`src/rtl/vs_pkg.sv`:
```
package vs_pkg;

    typedef enum logic [1:0] {
        POL_LRU  = 2'd0,
        POL_FIFO = 2'd1,
        POL_RAND = 2'd2
    } repl_policy_e;

    typedef enum logic [1:0] {
        ACC_IDLE = 2'd0,
        ACC_HIT  = 2'd1,
        ACC_FILL = 2'd2
    } acc_kind_e;

endpackage

```
`src/rtl/vs_tag_cmp.sv`:
```
module vs_tag_cmp #(
    parameter int WAYS  = 4,
    parameter int TAG_W = 6,
    localparam int WAY_W = (WAYS > 1) ? $clog2(WAYS) : 1
) (
    input  logic [TAG_W-1:0]      tag,
    input  logic [WAYS*TAG_W-1:0] way_tags,
    input  logic [WAYS-1:0]       way_valid,
    output logic                  hit,
    output logic [WAY_W-1:0]      hit_way
);

    logic [WAYS-1:0] match;

    for (genvar w = 0; w < WAYS; w++) begin : g_cmp
        assign match[w] = way_valid[w] && (way_tags[w*TAG_W +: TAG_W] == tag);
    end

    always_comb begin
        hit_way = '0;
        for (int w = WAYS - 1; w >= 0; w--) begin
            if (match[w]) begin
                hit_way = WAY_W'(w);
            end
        end
    end

    assign hit = |match;

endmodule

```
`src/rtl/vs_lfsr.sv`:
```
module vs_lfsr #(
    parameter int                LFSR_W = 16,
    parameter logic [LFSR_W-1:0] SEED   = 16'hACE1,
    parameter logic [LFSR_W-1:0] TAPS   = 16'hB400
) (
    input  logic              clk,
    input  logic              rst_n,
    input  logic              step,
    output logic [LFSR_W-1:0] state
);

    logic [LFSR_W-1:0] state_q;
    logic [LFSR_W-1:0] state_nxt;

    always_comb begin
        state_nxt = state_q >> 1;
        if (state_q[0]) begin
            state_nxt = state_nxt ^ TAPS;
        end
    end

    always_ff @(posedge clk) begin
        if (!rst_n) begin
            state_q <= SEED;
        end else if (step) begin
            state_q <= state_nxt;
        end
    end

    assign state = state_q;

    a_r7_lfsr_nonzero: assert property (@(posedge clk) disable iff (!rst_n)
        state_q != '0);

    a_r7_lfsr_hold: assert property (@(posedge clk) disable iff (!rst_n)
        !step |=> $stable(state_q));

endmodule

```
`src/rtl/vs_repl_state.sv`:
```
module vs_repl_state
    import vs_pkg::*;
#(
    parameter repl_policy_e POLICY = POL_LRU,
    parameter int           WAYS   = 4,
    parameter int           SETS   = 4,
    parameter int           LFSR_W = 16,
    localparam int          WAY_W  = (WAYS > 1) ? $clog2(WAYS) : 1,
    localparam int          SET_W  = (SETS > 1) ? $clog2(SETS) : 1
) (
    input  logic             clk,
    input  logic             rst_n,
    input  acc_kind_e        kind,
    input  logic [SET_W-1:0] upd_set,
    input  logic [WAY_W-1:0] upd_way,
    output logic [WAY_W-1:0] pol_way
);

    if (POLICY == POL_LRU) begin : g_lru
        logic [WAY_W-1:0]      age_q   [SETS][WAYS];
        logic [WAY_W-1:0]      age_nxt [WAYS];
        logic [WAY_W-1:0]      old_age;
        logic [WAYS-1:0]       oldest;
        logic [SETS*WAYS*WAY_W-1:0] age_flat;

        always_comb begin
            old_age = age_q[upd_set][upd_way];
            for (int w = 0; w < WAYS; w++) begin
                if (WAY_W'(w) == upd_way) begin
                    age_nxt[w] = '0;
                end else if (age_q[upd_set][w] < old_age) begin
                    age_nxt[w] = age_q[upd_set][w] + 1'b1;
                end else begin
                    age_nxt[w] = age_q[upd_set][w];
                end
            end
        end

        always_ff @(posedge clk) begin
            if (!rst_n) begin
                for (int s = 0; s < SETS; s++) begin
                    for (int w = 0; w < WAYS; w++) begin
                        age_q[s][w] <= WAY_W'(w);
                    end
                end
            end else if (kind != ACC_IDLE) begin
                for (int w = 0; w < WAYS; w++) begin
                    age_q[upd_set][w] <= age_nxt[w];
                end
            end
        end

        always_comb begin
            pol_way = '0;
            for (int w = 0; w < WAYS; w++) begin
                oldest[w] = (age_q[upd_set][w] == WAY_W'(WAYS - 1));
            end
            for (int w = WAYS - 1; w >= 0; w--) begin
                if (oldest[w]) begin
                    pol_way = WAY_W'(w);
                end
            end
        end

        for (genvar s = 0; s < SETS; s++) begin : g_fs
            for (genvar w = 0; w < WAYS; w++) begin : g_fw
                assign age_flat[(s*WAYS+w)*WAY_W +: WAY_W] = age_q[s][w];
            end
        end

        a_r3_single_oldest: assert property (@(posedge clk) disable iff (!rst_n)
            $countones(oldest) == 1);

        a_r4_touched_youngest: assert property (@(posedge clk) disable iff (!rst_n)
            (kind != ACC_IDLE && upd_set == '0 && upd_way == '0) |=> age_flat[WAY_W-1:0] == '0);

        a_r8_lru_hold: assert property (@(posedge clk) disable iff (!rst_n)
            kind == ACC_IDLE |=> $stable(age_flat));

    end else if (POLICY == POL_FIFO) begin : g_fifo
        logic [WAY_W-1:0]      ptr_q [SETS];
        logic [SETS*WAY_W-1:0] ptr_flat;

        always_ff @(posedge clk) begin
            if (!rst_n) begin
                for (int s = 0; s < SETS; s++) begin
                    ptr_q[s] <= '0;
                end
            end else if (kind == ACC_FILL) begin
                if (ptr_q[upd_set] == WAY_W'(WAYS - 1)) begin
                    ptr_q[upd_set] <= '0;
                end else begin
                    ptr_q[upd_set] <= ptr_q[upd_set] + 1'b1;
                end
            end
        end

        assign pol_way = ptr_q[upd_set];

        for (genvar s = 0; s < SETS; s++) begin : g_fs
            assign ptr_flat[s*WAY_W +: WAY_W] = ptr_q[s];
        end

        a_r5_fill_moves: assert property (@(posedge clk) disable iff (!rst_n)
            kind == ACC_FILL |=> ptr_flat != $past(ptr_flat));

        a_r6_hit_holds: assert property (@(posedge clk) disable iff (!rst_n)
            kind != ACC_FILL |=> $stable(ptr_flat));

    end else begin : g_rand
        logic [LFSR_W-1:0] lfsr_state;

        vs_lfsr #(
            .LFSR_W (LFSR_W)
        ) u_lfsr (
            .clk   (clk),
            .rst_n (rst_n),
            .step  (kind == ACC_FILL),
            .state (lfsr_state)
        );

        assign pol_way = lfsr_state[WAY_W-1:0];
    end

endmodule

```
`src/rtl/vs_victim_top.sv`:
```
module vs_victim_top
    import vs_pkg::*;
#(
    parameter repl_policy_e POLICY = POL_LRU,
    parameter int           WAYS   = 4,
    parameter int           SETS   = 4,
    parameter int           TAG_W  = 6,
    parameter int           LFSR_W = 16,
    localparam int          WAY_W  = (WAYS > 1) ? $clog2(WAYS) : 1,
    localparam int          SET_W  = (SETS > 1) ? $clog2(SETS) : 1
) (
    input  logic                  clk,
    input  logic                  rst_n,
    input  logic                  acc_valid,
    input  logic [SET_W-1:0]      acc_set,
    input  logic [TAG_W-1:0]      acc_tag,
    input  logic [WAYS*TAG_W-1:0] way_tags,
    input  logic [WAYS-1:0]       way_valid,
    output logic                  hit,
    output logic [WAY_W-1:0]      hit_way,
    output logic [WAY_W-1:0]      victim_way
);

    acc_kind_e        kind;
    logic [WAY_W-1:0] pol_way;
    logic [WAY_W-1:0] free_way;
    logic             free_any;
    logic [WAY_W-1:0] upd_way;

    vs_tag_cmp #(
        .WAYS  (WAYS),
        .TAG_W (TAG_W)
    ) u_cmp (
        .tag       (acc_tag),
        .way_tags  (way_tags),
        .way_valid (way_valid),
        .hit       (hit),
        .hit_way   (hit_way)
    );

    always_comb begin
        free_way = '0;
        for (int w = WAYS - 1; w >= 0; w--) begin
            if (!way_valid[w]) begin
                free_way = WAY_W'(w);
            end
        end
    end

    assign free_any   = ~&way_valid;
    assign victim_way = free_any ? free_way : pol_way;

    always_comb begin
        unique case ({acc_valid, hit})
            2'b11:   kind = ACC_HIT;
            2'b10:   kind = ACC_FILL;
            default: kind = ACC_IDLE;
        endcase
    end

    always_comb begin
        unique case (kind)
            ACC_HIT:  upd_way = hit_way;
            ACC_FILL: upd_way = victim_way;
            default:  upd_way = '0;
        endcase
    end

    vs_repl_state #(
        .POLICY (POLICY),
        .WAYS   (WAYS),
        .SETS   (SETS),
        .LFSR_W (LFSR_W)
    ) u_state (
        .clk     (clk),
        .rst_n   (rst_n),
        .kind    (kind),
        .upd_set (acc_set),
        .upd_way (upd_way),
        .pol_way (pol_way)
    );

    a_r1_hit_matches: assert property (@(posedge clk) disable iff (!rst_n)
        hit |-> (way_valid[hit_way] && way_tags[hit_way*TAG_W +: TAG_W] == acc_tag));

    a_r2_victim_free: assert property (@(posedge clk) disable iff (!rst_n)
        free_any |-> !way_valid[victim_way]);

endmodule

```
`config.mk`:
```
export PLATFORM = sky130hd
export DESIGN_NAME = vs_victim_top
export DESIGN_NICKNAME = d
export VERILOG_FILES = /design/src/rtl/vs_pkg.sv /design/src/rtl/vs_tag_cmp.sv /design/src/rtl/vs_lfsr.sv /design/src/rtl/vs_repl_state.sv /design/src/rtl/vs_victim_top.sv
export SDC_FILE = /design/constraint.sdc
export NUM_CORES = 1
export LEC_CHECK = 0
export ABC_AREA = 1
export CAP_MARGIN = 20
export CORE_AREA = 2 2 76 60
export DETAILED_ROUTE_END_ITERATION = 12
export DIE_AREA = 0 0 78 62
export DONT_BUFFER_PORTS = 1
export HOLD_SLACK_MARGIN = 0.06
export PLACE_DENSITY = 0.91
export SETUP_SLACK_MARGIN = 0.4
export SKIP_CTS_REPAIR_TIMING = 1
export SYNTH_ARGS = -nofsm -noshare
export SYNTH_HDL_FRONTEND = slang
export SYNTH_SLANG_ARGS = --single-unit
```
`constraint.sdc`:
```
create_clock -name clk -period 7.41 [get_ports clk]
set_input_delay 0.741 -clock clk [delete_from_list [all_inputs] [get_ports clk]]
set_output_delay 0.741 -clock clk [all_outputs]
set_load 0.1 [all_outputs]
```
==> results.toml <==
[run_status]
status = "finished, final reports clean"

[placed_design]
gp_congestion = 0.928
port_buffers = 0
dp_hpwl_mm = 5.35
dp_cells = 451

[clock_tree]
htreeDepth = 2
cts_buffer_depth = 2
cts_sinks = 32
cts_tree = "built"
clk_latency_ps = 300
cts-root-buf = "clkbuf_8"
clkTransAtPathRegs_ps = 70
cts_inserted_buffers = 5

[die]
die_y_um = 62
ios = 44
start_util = 0.615
core_area_um2 = 4200
dieArea_um2 = 4840
chipWidth_um = 78
rows = 21

[yosys]
avgSynthCellArea_um2 = 6.58
yosysUniqueCellTypes = 23
syn_nets = 440
seq_area_frac_synth = 0.372
yosys_warnings = 0
synth_cells = 393
ys_ff_latch = 32
syn-cell-area_um2 = 2590

[min_path]
min_to = "u_state.g_lru.age_q[1][1]"
hold-path-cell-count = 3
min_path_type = "in2reg"
hold_start = "acc_set[0]"

[timing]
rsz0062_at_grt = "no"
min_period_ps = 4750
worstMarginPinSlew_ps = 1070
finalSetupViolCount = 0
slew_violations = 0
hold_viol_final = 0
clock_skew_ps = 8.07
min_period_over_period = 0.641
relSlewSlack = 0.283
hold_ws_ps = 782
fmax_ghz = 0.211
fin_setup_tns_ps = 0

[routing]
vias_per_cell = 5.64
drcViolationCount = 0
drt_iter0_markers = 371
wire_per_inst_um = 14.7
finalWirelength_mm = 6.74
first_pass_iters = 5
vias = 2589
postRouteAntennaNets = 0

[setup_path]
worstPathMaxFanout = 8
cp-start-kind = "input port"
ff2ff_path_depth = 19
end_kind = "flop"
worstSetupStartpoint = "acc_set[1]"
cp_top_family = "simple AND/OR/NAND/NOR gates"
timing.rr.start = "u_state.g_lru.age_q[0][6]"
crit_arrival_ps = 4780
reg2reg_slack_ps = 2950
worstPathCellList = "inv_1 -> nand2_1 -> inv_1 -> nand2_1 -> nand2_1 -> a221oi_1 -> inv_1 -> ha_1 -> nor3_1 -> o21ai_0 -> nand2_1 -> nand3_1 -> nand2_1 -> inv_1 -> nand2_1 -> o22ai_1 -> nor2_1 -> ha_1 -> nand2_1 -> nand3_1 -> nand3_1 -> nand2_1"
required_ps = 7440
crit_slowest_cell = "nand2_1"
worst_r2r_endpoint = "u_state.g_lru.age_q[1][4]"
cpPeakStageDelay_ps = 740
path_common_cell = "nand2_1"
critical_path_class = "in2reg"
crit_buf_inv = 4

[power_and_ir_drop]
ir_worst_vdd_v = 0.000101
p_leak_nw = 1.42
powerDensity_nw_per_um2 = 186

[global_routing]
grt-ovfl-total = 0
grt_max_degree = 11
grt_antenna_before_repair = 0
grt_pass1_vias = 2290
grtUsageTotal = 0.290
grt_pass1_wl_mm = 10.6

[finish]
drive_gt1_frac = 0.0746
reg_top3 = "u_state.g_lru.age_q x32"
syn_to_final_growth_pct = 7.40
largest_reg_flops = 32
final_cells = 459
final_cell_mix = "nand2_1, inv_1, nor2_1"
diodes = 0
layout_commonest_cell = "nand2_1"
regMostFlops = "u_state.g_lru.age_q"
finish.net_count = 448

[job]
drv_cap = 0
metrics by stage:
step | power (mW) | instance area [µm²] | worst slack [ps] | utilization
2_1_floorplan | 0.319 | 2590 | 2170 | -
3_3_place_gp | 0.342 | 2670 | 2630 | 0.635
3_5_place_dp | 0.349 | 2670 | 2450 | 0.635
4_1_cts | 0.512 | 2780 | 2740 | 0.661
5_1_grt | 0.541 | 2780 | 2200 | 0.661
6_report | 0.516 | 2780 | 2660 | 0.661
final cells by class:
cell class | instances | area, µm²
fill | 356 | 1430
clock inverter | 3 | 37.5
multi-input combinational | 290 | 1370
tap | 57 | 71.3
sequential | 32 | 961
inverter | 71 | 267
clock buffer | 5 | 68.8
timing repair buffer | 1 | 7.51
cells by family after synthesis:
logic type	count (synthesis)	share of synthesized area
compound gates	27	0.0668
flops	32	0.372
fa+ha+maj	8	0.0387
simple gates	252	0.410
buf+inv	71	0.103
xor+xnor	3	0.0102
report_power, final:
group	switching (mW)	total, mW	internal [mW]
registers	0.00231	0.209	0.207
logic	0.0980	0.140	0.0421
clock network	0.0688	0.167	0.0979
per-layer routing:
layer  GRT usage  routed length [µm]  part of all wire  vias to the layer above
met4      0.0852                 158             0.023                        0
met3      0.0867                 715              0.11                       19
met5           0                   0                 0                        -
met1       0.397                2930              0.43                     1150
li1            -                   -                 -                     1258
met2       0.457                2940              0.44                      162
worst max-delay path by stage:
stage | end | cells past startpoint
2_1_floorplan | u_state.g_lru.age_q[3][4] | 22
3_3_place_gp | u_state.g_lru.age_q[0][4] | 22
3_5_place_dp | u_state.g_lru.age_q[1][4] | 22
4_1_cts | u_state.g_lru.age_q[1][4] | 22
5_1_grt | u_state.g_lru.age_q[3][4] | 22
6_report | u_state.g_lru.age_q[1][4] | 22
synthesized netlist by cell type (all sizes together):
| master | number | area share |
|---|---|---|
| ha | 8 | 0.039 |
| edfxtp | 32 | 0.37 |
| a22o | 1 | 0.0034 |
| o22ai | 2 | 0.0048 |
| nor2 | 54 | 0.079 |
| inv | 70 | 0.10 |
| xnor2 | 3 | 0.010 |
| o21ai | 8 | 0.015 |
| nand2 | 159 | 0.24 |
| clkinv | 1 | 0.0014 |
| and2 | 2 | 0.0048 |
| nand3b | 4 | 0.012 |
| a21oi | 6 | 0.012 |
| nand4 | 2 | 0.0048 |
| a221oi | 5 | 0.017 |
| nor3 | 3 | 0.0058 |
| a22oi | 5 | 0.015 |
| nand3 | 28 | 0.068 |
tightest hold or removal path, stage by stage:
cell and delay [ps]:
nand2_1 60, nor2_1 90, nand2_1 80
Note: power is estimated with default switching activity, not from simulation.
